`config.mk`:
```
export PLATFORM = sky130hd
export DESIGN_NAME = dasd_cmd_gate
export DESIGN_NICKNAME = d
export VERILOG_FILES = /design/src/rtl/dasd_gate_pkg.sv /design/src/rtl/dasd_mask_decode.sv /design/src/rtl/dasd_mask_store.sv /design/src/rtl/dasd_seek_arg_chk.sv /design/src/rtl/dasd_cmd_gate.sv
export SDC_FILE = /design/constraint.sdc
export NUM_CORES = 1
export LEC_CHECK = 0
export BUFFER_PORTS_ARGS = -buffer_cell sky130_fd_sc_hd__buf_4
export CAP_MARGIN = 20
export CORE_ASPECT_RATIO = 1.2
export CORE_MARGIN = 5
export CORE_UTILIZATION = 42
export CTS_BUF_LIST = sky130_fd_sc_hd__clkbuf_2 sky130_fd_sc_hd__clkbuf_4 sky130_fd_sc_hd__clkbuf_8
export CTS_CLUSTER_SIZE = 20
export DETAILED_ROUTE_END_ITERATION = 10
export GPL_TIMING_DRIVEN = 0
export HOLD_SLACK_MARGIN = 0.08
export PLACE_DENSITY_LB_ADDON = 0.12
export RECOVER_POWER = 25
export SYNTH_ARGS = -nofsm -noshare
export SYNTH_HDL_FRONTEND = slang
export SYNTH_HIERARCHICAL = 1
export SYNTH_SLANG_ARGS = --single-unit
```
`constraint.sdc`:
```
create_clock -name clk -period 1.7 [get_ports clk]
set_input_delay 0.085 -clock clk [delete_from_list [all_inputs] [get_ports clk]]
set_output_delay 0.085 -clock clk [all_outputs]
set_load 0.005 [all_outputs]
```
`src/rtl/dasd_gate_pkg.sv`:
```
package dasd_gate_pkg;

  localparam logic [7:0] OP_SEEK      = 8'h07;
  localparam logic [7:0] OP_SEEK_CYL  = 8'h08;
  localparam logic [7:0] OP_SEEK_HEAD = 8'h18;
  localparam logic [7:0] OP_SET_MASK  = 8'h1F;
  localparam logic [7:0] OP_WR_R0     = 8'h15;
  localparam logic [7:0] OP_WR_CKD    = 8'h1D;
  localparam logic [7:0] OP_WR_DATA   = 8'h05;
  localparam logic [7:0] OP_WR_KD     = 8'h0D;

  localparam int ARG_BYTES = 6;
  localparam int SEEK_MIN_COUNT = 6;

  typedef enum logic [1:0] {
    WCLS_NO_R0  = 2'b00,
    WCLS_NONE   = 2'b01,
    WCLS_NO_FMT = 2'b10,
    WCLS_ALL    = 2'b11
  } wr_class_e;

  typedef enum logic [2:0] {
    SCLS_ALL     = 3'b000,
    SCLS_CYL_HD  = 3'b001,
    SCLS_HD_ONLY = 3'b010,
    SCLS_NONE    = 3'b011
  } seek_class_e;

  typedef struct packed {
    logic seek_full;
    logic seek_cyl;
    logic seek_head;
    logic set_mask;
    logic wr_r0;
    logic wr_ckd;
    logic wr_plain;
  } op_kind_t;

  function automatic op_kind_t classify_op(input logic [7:0] op);
    op_kind_t k;
    k.seek_full = (op == OP_SEEK);
    k.seek_cyl  = (op == OP_SEEK_CYL);
    k.seek_head = (op == OP_SEEK_HEAD);
    k.set_mask  = (op == OP_SET_MASK);
    k.wr_r0     = (op == OP_WR_R0);
    k.wr_ckd    = (op == OP_WR_CKD);
    k.wr_plain  = (op == OP_WR_DATA) || (op == OP_WR_KD);
    return k;
  endfunction

endpackage

```
`src/rtl/dasd_mask_decode.sv`:
```
module dasd_mask_decode
  import dasd_gate_pkg::*;
(
  input  logic [7:0]  mask,
  output logic        legal,
  output wr_class_e   wr_cls,
  output seek_class_e seek_cls
);
  // Bit k counted from the MSB sits at mask[7-k].
  logic rsv_b2, rsv_b3, rsv_b6;

  always_comb begin
    rsv_b2   = mask[5];
    rsv_b3   = mask[4];
    rsv_b6   = mask[1];
    legal    = !(rsv_b2 || rsv_b3 || rsv_b6);
    wr_cls   = wr_class_e'(mask[7:6]);
    seek_cls = seek_class_e'(mask[4:2]);
  end
endmodule

```
`src/rtl/dasd_mask_store.sv`:
```
module dasd_mask_store #(
  parameter int MASK_W = 8
) (
  input  logic              clk,
  input  logic              rst_n,
  input  logic              clr,
  input  logic              load,
  input  logic [MASK_W-1:0] load_val,
  output logic [MASK_W-1:0] mask_q,
  output logic              used_q
);
  always_ff @(posedge clk or negedge rst_n) begin
    if (!rst_n) begin
      mask_q <= '0;
      used_q <= 1'b0;
    end else if (clr) begin
      mask_q <= '0;
      used_q <= 1'b0;
    end else if (load) begin
      mask_q <= load_val;
      used_q <= 1'b1;
    end
  end


  mask_cleared_chk: assert property (@(posedge clk) disable iff (!rst_n)
    $past(clr) |-> (mask_q == '0 && !used_q));


  used_sticky_chk: assert property (@(posedge clk) disable iff (!rst_n)
    (used_q && !clr) |=> used_q);


  mask_hold_chk: assert property (@(posedge clk) disable iff (!rst_n)
    (!clr && !load) |=> $stable(mask_q));
endmodule

```
`src/rtl/dasd_seek_arg_chk.sv`:
```
module dasd_seek_arg_chk
  import dasd_gate_pkg::*;
#(
  parameter int NCYL   = 20,
  parameter int NHEAD  = 4,
  parameter int CNT_W  = 16,
  parameter int CYL_W  = 5,
  parameter int HEAD_W = 2
) (
  input  logic [8*ARG_BYTES-1:0] arg,
  input  logic [CNT_W-1:0]       count,
  output logic                   arg_ok,
  output logic [CYL_W-1:0]       cyl,
  output logic [HEAD_W-1:0]      head
);
  localparam int CYL_IDX  = 3;
  localparam int HEAD_IDX = 5;

  logic [7:0] abyte [ARG_BYTES];
  logic [ARG_BYTES-1:0] byte_nz;

  for (genvar i = 0; i < ARG_BYTES; i++) begin : g_bytes
    assign abyte[i]   = arg[8*(ARG_BYTES-i)-1 -: 8];
    assign byte_nz[i] = (abyte[i] != 8'h00) && (i != CYL_IDX) && (i != HEAD_IDX);
  end

  logic filler_ok, cyl_ok, head_ok, cnt_ok;

  always_comb begin
    filler_ok = (byte_nz == '0);
    cyl_ok    = (int'(abyte[CYL_IDX]) < NCYL);
    head_ok   = (int'(abyte[HEAD_IDX]) < NHEAD);
    cnt_ok    = (count >= CNT_W'(SEEK_MIN_COUNT));
    arg_ok    = filler_ok && cyl_ok && head_ok && cnt_ok;
    cyl       = abyte[CYL_IDX][CYL_W-1:0];
    head      = abyte[HEAD_IDX][HEAD_W-1:0];
  end
endmodule

```
`src/rtl/dasd_cmd_gate.sv`:
```
module dasd_cmd_gate
  import dasd_gate_pkg::*;
#(
  parameter int NCYL  = 20,
  parameter int NHEAD = 4,
  parameter int CNT_W = 16,
  localparam int CYL_W  = (NCYL  > 1) ? $clog2(NCYL)  : 1,
  localparam int HEAD_W = (NHEAD > 1) ? $clog2(NHEAD) : 1
) (
  input  logic              clk,
  input  logic              rst_n,
  input  logic              chain_start,
  input  logic              cmd_valid,
  output logic              cmd_ready,
  input  logic [7:0]        cmd_op,
  input  logic [CNT_W-1:0]  cmd_count,
  input  logic [47:0]       cmd_arg,
  output logic              res_accept,
  output logic              res_ucheck,
  output logic [CYL_W-1:0]  cyl_pos,
  output logic [HEAD_W-1:0] head_pos
);
  logic take;
  op_kind_t kind;

  logic [7:0]  mask_q;
  logic        mask_used;
  logic        cur_legal, new_legal;
  wr_class_e   cur_wr, new_wr;
  seek_class_e cur_sk, new_sk;

  logic              arg_ok;
  logic [CYL_W-1:0]  arg_cyl;
  logic [HEAD_W-1:0] arg_head;

  logic is_seek, is_write, write_ok, seek_perm, cmd_ok, mask_load;

  assign cmd_ready = !chain_start;
  assign take      = cmd_valid && cmd_ready;
  assign kind      = classify_op(cmd_op);

  dasd_mask_store #(.MASK_W(8)) store_i (
    .clk      (clk),
    .rst_n    (rst_n),
    .clr      (chain_start),
    .load     (mask_load),
    .load_val (cmd_arg[47:40]),
    .mask_q   (mask_q),
    .used_q   (mask_used)
  );

  dasd_mask_decode cur_dec_i (
    .mask     (mask_q),
    .legal    (cur_legal),
    .wr_cls   (cur_wr),
    .seek_cls (cur_sk)
  );

  dasd_mask_decode new_dec_i (
    .mask     (cmd_arg[47:40]),
    .legal    (new_legal),
    .wr_cls   (new_wr),
    .seek_cls (new_sk)
  );

  dasd_seek_arg_chk #(
    .NCYL   (NCYL),
    .NHEAD  (NHEAD),
    .CNT_W  (CNT_W),
    .CYL_W  (CYL_W),
    .HEAD_W (HEAD_W)
  ) seek_i (
    .arg    (cmd_arg),
    .count  (cmd_count),
    .arg_ok (arg_ok),
    .cyl    (arg_cyl),
    .head   (arg_head)
  );

  always_comb begin
    is_seek  = kind.seek_full || kind.seek_cyl || kind.seek_head;
    is_write = kind.wr_r0 || kind.wr_ckd || kind.wr_plain;

    unique case (cur_wr)
      WCLS_NO_R0:  write_ok = !kind.wr_r0;
      WCLS_NONE:   write_ok = !is_write;
      WCLS_NO_FMT: write_ok = !(kind.wr_r0 || kind.wr_ckd);
      default:     write_ok = 1'b1;
    endcase

    case (cur_sk)
      SCLS_ALL:     seek_perm = 1'b1;
      SCLS_CYL_HD:  seek_perm = kind.seek_cyl || kind.seek_head;
      SCLS_HD_ONLY: seek_perm = kind.seek_head;
      default:      seek_perm = 1'b0;
    endcase

    if (kind.set_mask)   cmd_ok = new_legal && !mask_used;
    else if (is_seek)    cmd_ok = arg_ok && seek_perm;
    else if (is_write)   cmd_ok = write_ok;
    else                 cmd_ok = 1'b1;

    mask_load = take && kind.set_mask && cmd_ok;
  end

  always_ff @(posedge clk or negedge rst_n) begin
    if (!rst_n) begin
      res_accept <= 1'b0;
      res_ucheck <= 1'b0;
      cyl_pos    <= '0;
      head_pos   <= '0;
    end else begin
      res_accept <= take && cmd_ok;
      res_ucheck <= take && !cmd_ok;
      if (take && cmd_ok && (kind.seek_full || kind.seek_cyl)) cyl_pos  <= arg_cyl;
      if (take && cmd_ok && (kind.seek_full || kind.seek_head)) head_pos <= arg_head;
    end
  end


  one_result_chk: assert property (@(posedge clk) disable iff (!rst_n)
    !(res_accept && res_ucheck));


  result_follows_cmd_chk: assert property (@(posedge clk) disable iff (!rst_n)
    (res_accept || res_ucheck) |-> $past(cmd_valid && !chain_start));


  reject_holds_pos_chk: assert property (@(posedge clk) disable iff (!rst_n)
    res_ucheck |-> ($stable(cyl_pos) && $stable(head_pos)));


  pos_in_range_chk: assert property (@(posedge clk) disable iff (!rst_n)
    (int'(cyl_pos) < NCYL) && (int'(head_pos) < NHEAD));


  loaded_mask_legal_chk: assert property (@(posedge clk) disable iff (!rst_n)
    cur_legal);
endmodule

```
======== Yosys cells after proc, flatten, opt, wreduce, memory -nomap -nowiden ========
Cells that the tools add are included.
word-level totals
  flip-flop bits (word level) ............. 18
  input bits .............................. 76
  output and inout port bits .............. 10
  logic and storage cells ................. 66
cells by class
  $lt $le $gt $ge ......................... 3
  equality and inequality tests ........... 12
  mux-type cells .......................... 9
  reductions and logical operators ........ 36
operator list
  operator                                               count
  == test 8 x 5 -> 1 bit (second input constant)         4
  nonzero test 8 bit                                     4
  == test 8 x 3 -> 1 bit (second input constant)         2
  == test 8 x 4 -> 1 bit (second input constant)         2
  >= comparator 16 x 3 -> 1 bit (second input constant)  1
  2-to-1 mux 8 bit                                       2
  logical AND 1 bit                                      12
  logical OR 1 bit                                       9
  < comparator 8 x 3 -> 1 bit (second input constant)    1
  < comparator 8 x 5 -> 1 bit (second input constant)    1
  zero test 1 bit                                        7
  zero test 6 bit                                        1
  case mux 1 bit (3 select lines)                        2
  2-to-1 mux 1 bit                                       5
  == test 3 x 1 -> 1 bit (second input constant)         1
  == test 3 x 2 -> 1 bit (second input constant)         1
  zero test 3 bit                                        1
  == test 2 x 1 -> 1 bit (second input constant)         1
  == test 2 bit (second input constant)                  1
  zero test 2 bit                                        1
  nonzero test 2 bit                                     1

======== Longest topological paths before layout ========
  depth after elaboration ................. 11
  mapped depth ............................ 8
  depth with buffers taken out ............ 8

======== Hierarchy ========
The synthesis kept the hierarchy.
modules (own cells, without submodules)
  module             times used  cells an instance  area an instance (µm²)  seq. area each (µm²)
  dasd_cmd_gate      1           49                 521.8                   225.2
  dasd_mask_store    1           29                 357.8                   225.2
  dasd_seek_arg_chk  1           27                 191.4                   0.0
  dasd_mask_decode   2           6                  47.5                    0.0

======== Worst setup path before layout ========
OpenSTA, ideal clock, no wires.
  path kind ............................... input-to-reg
  start point ............................. input port cmd_arg[44]
  end point ............................... register head_pos[0]
  setup time .............................. 0.128 ns
  arrival ................................. 1.700 ns
  path slack .............................. -0.128 ns
  stages .................................. 8
  buffers on the path ..................... 0
  cell sequence ........................... nor4_1 nand4_1 a2111oi_1 nand2b_1 a21oi_1 a21oi_2 nor3_2 mux2_1
between the ends
  word-level cells in the longest chain between the ends .. 10
  elaborated cells between the ends (all ways) .. 14
  those cells by class .................... mux (2); reduce/logical (12)
RTL lines
  item                             RTL line                 RTL
  start: declaration               dasd_cmd_gate.sv:17      input logic [47:0] cmd_arg,
  nonzero test 8 bit               dasd_seek_arg_chk.sv:24  assign byte_nz[i] = (abyte[i] != 8'h00) && (i != CYL_IDX) && (i != HEAD_IDX);
  zero test 6 bit                  dasd_seek_arg_chk.sv:30  filler_ok = (byte_nz == '0);
  logical AND 1 bit (3 in series)  dasd_seek_arg_chk.sv:34  arg_ok = filler_ok && cyl_ok && head_ok && cnt_ok;
  net arg_ok                       dasd_cmd_gate.sv:32      logic arg_ok;
  logical AND 1 bit                dasd_cmd_gate.sv:99      else if (is_seek) cmd_ok = arg_ok && seek_perm;
  2-to-1 mux 1 bit                 dasd_cmd_gate.sv:99
  2-to-1 mux 1 bit                 dasd_cmd_gate.sv:98      if (kind.set_mask) cmd_ok = new_legal && !mask_used;
  logical AND 1 bit (2 in series)  dasd_cmd_gate.sv:116     if (take && cmd_ok && (kind.seek_full || kind.seek_head)) head_pos <= arg_head;
  end signal: assignment           dasd_cmd_gate.sv:116
  end: declaration                 dasd_cmd_gate.sv:21      output logic [HEAD_W-1:0] head_pos
The timed path passes the listed nets, and every way through them passes these cells.
A chain may end at the register's enable or synchronous reset.

======== Worst setup path in the final report ========
  start point ............................. input port cmd_arg[33]
  end point ............................... register head_pos[0]
Same word-level chain as after synthesis.

==> flow_summary.toml <==
[run_status]
status = "complete, but fails checks"
violations = "setup timing"

[power_and_ir_drop]
peakVddDrop_mv = 0.280
cellLeakagePower_nw = 0.902
power_mw = 0.827
p_per_area_nw_per_um2 = 426

[final_layout]
syn_to_final_growth_pct = 93.5
layout_common_cells = "buf_4, dfrtp_1, nor2_1"
fin_area_um2 = 1940
multi_input_area_um2 = 657
drive_gt1_share_pct = 62.6
register_area_um2 = 375
fin_nets = 272
fillCellCount = 127
diodes = 0
final_util_pct = 85.0
mostFrequentLayoutCell = "buf_4"

[cts]
clkTransAtPathRegs_ns = 0.09
cts_tree = "built"
clock_tree.buffer_depth = 2
cts_root_buf = "clkbuf_4"
htreeDepth = 1
numClockSinks = 15
cts_made_buffers = 3
clk_latency_ns = 0.27

[drt]
drt_wl_total_um = 3470
num_vias = 1184
drt_iter0_markers = 26
ant_nets = 0
routedWlPerCell_um = 15.4
drc_errors = 0
via_per_inst = 5.24
drt_pre_antenna_iters = 4

[timing]
rsz0062_at_grt = "yes"
min_period_over_period_pct = 101
hold-worst-slack_ns = 0.0785
slew_viol_final = 0
skew_ns = 0.000569
tightestPinTransition_ns = 0.813
postLayoutSetupSlackWorst_ns = -0.0188
final-hold-violation-count = 0
period_minus_slack_ns = 1.72
relSlewSlack_pct = 45.8
setup_viol = 1
fmax_mhz = 582

[placed_design]
portBuffers = 80
dp_hpwl_um = 2870
dpl_cell_area_um2 = 1710
place_congestion = 0.715

[min_path]
min_path_type = "primary input to flip-flop"
min_from = "cmd_arg[42]"
holdPathStages = 3
whs_endpoint = "store_i/mask_q[2]"

[floorplanning]
io_pins = 86
die_area_um2 = 3470
rows = 19
initial_utilization_pct = 43.9
die_y_um = 63.5
die_w_um = 54.6
coreArea_um2 = 2280

[global_routing]
gr-total-overflow = 0
grt_pass1_vias = 1346
antenna_found_initial = 0
track_usage_pct = 20.9
grt_pass1_wl_um = 5390
grt_max_degree = 16

[yosys]
yosysWarnings = 6
syn_inst = 102
synth_area_per_cell_um2 = 9.83
synth_area_um2 = 1000
synth_fp_nets = 178

[critical_path]
crit_top_cell = "a21oi_2"
cp_cell_sequence = "buf_4, nor4_4, nand4_1, a2111oi_4, nand2b_1, a21oi_2, a21oi_2, nor3_2, mux2_1"
r2r_cells = 5
start_kind = "primary input"
critPathCaptureType = "flip-flop"
critical-path-max-stage-delay_ns = 0.36
cp.required_ns = 1.87
crit_type = "primary input to flip-flop"
critical-path-slowest-cell = "a2111oi_4"
reg2reg_slack_ns = 0.11
worstPathMaxFanout = 2
worstPathBufferInverterCount = 1
reg2reg_from = "store_i/mask_q[2]"
arrival_ns = 1.88
crit_family = "simple AND/OR/NAND/NOR gates"
r2r-end = "head_pos[0]"

[run]
max_cap_viol_count = 0
==> final cells by class <==
type / instances / area share (%)
repair buffers: 89 / 37.2
inverters: 3 / 0.581
clock buffers: 4 / 1.55
well taps: 31 / 2.00
plain buffers: 14 / 5.42
flip-flops and latches: 15 / 19.4
multi-input cells: 70 / 33.9
==> power by group <==
group	leakage [nW]	switching (mW)	internal, mW	total [mW]
registers	0.208	0.00162	0.360	0.362
clock network	0.0184	0.113	0.107	0.220
logic	0.675	0.0869	0.159	0.246
==> repair_timing <==
item / CTS / global route
endpoints found under the setup margin: 7 / 7
gates resized for setup: 9 / 12
endpoints found under the hold margin: 22 / 1
pin swaps: 7 / 10
buffers inserted: 1 / 0
hold buffers: 7 / 1
==> registers in the layout, summed over array words and instances, names as in the netlist <==
register        flops
cyl_pos             5
res_ucheck          1
head_pos            2
store_i/mask_q      5
res_accept          1
store_i/used_q      1
==> metal layers <==
metal / wire, um / GRT usage [%]
met1: 1120 / 19.9
met5: 0 / 0
met4: 78 / 9.97
met3: 373 / 5.19
met2: 1900 / 38.6
==> worst register-to-register path, delay by kind of cell, from the launching register on <==
kind / cells / cell delay, ns
flops: 1 / 0.36
buf+inv: 1 / 0.12
mux: 1 / 0.31
simple gates: 2 / 0.52
compound gates: 1 / 0.18
==> worst max-delay path by stage <==
stage                      startpoint          end  slack (ns)  cells past startpoint
after floorplan           cmd_arg[45]  head_pos[0]       -0.02                      8
after global placement    cmd_arg[45]  head_pos[0]       -0.32                      9
after detailed placement  cmd_arg[44]  head_pos[1]       -0.40                      9
after CTS                  cmd_arg[7]  head_pos[0]       -0.04                      9
after global routing      cmd_arg[33]  head_pos[0]       -0.13                      9
final                     cmd_arg[33]  head_pos[0]       -0.02                      9
==> per-stage QoR <==
step	worst slack [ns]	instances	TNS (ns)
floorplan	-0.0164	102	-0.0329
global placement	-0.325	213	-2.03
detailed placement	-0.401	213	-2.61
CTS	-0.0417	225	-0.0618
global route	-0.132	226	-0.581
finish	-0.0188	226	-0.0188
(Power assumes the default switching activity.)
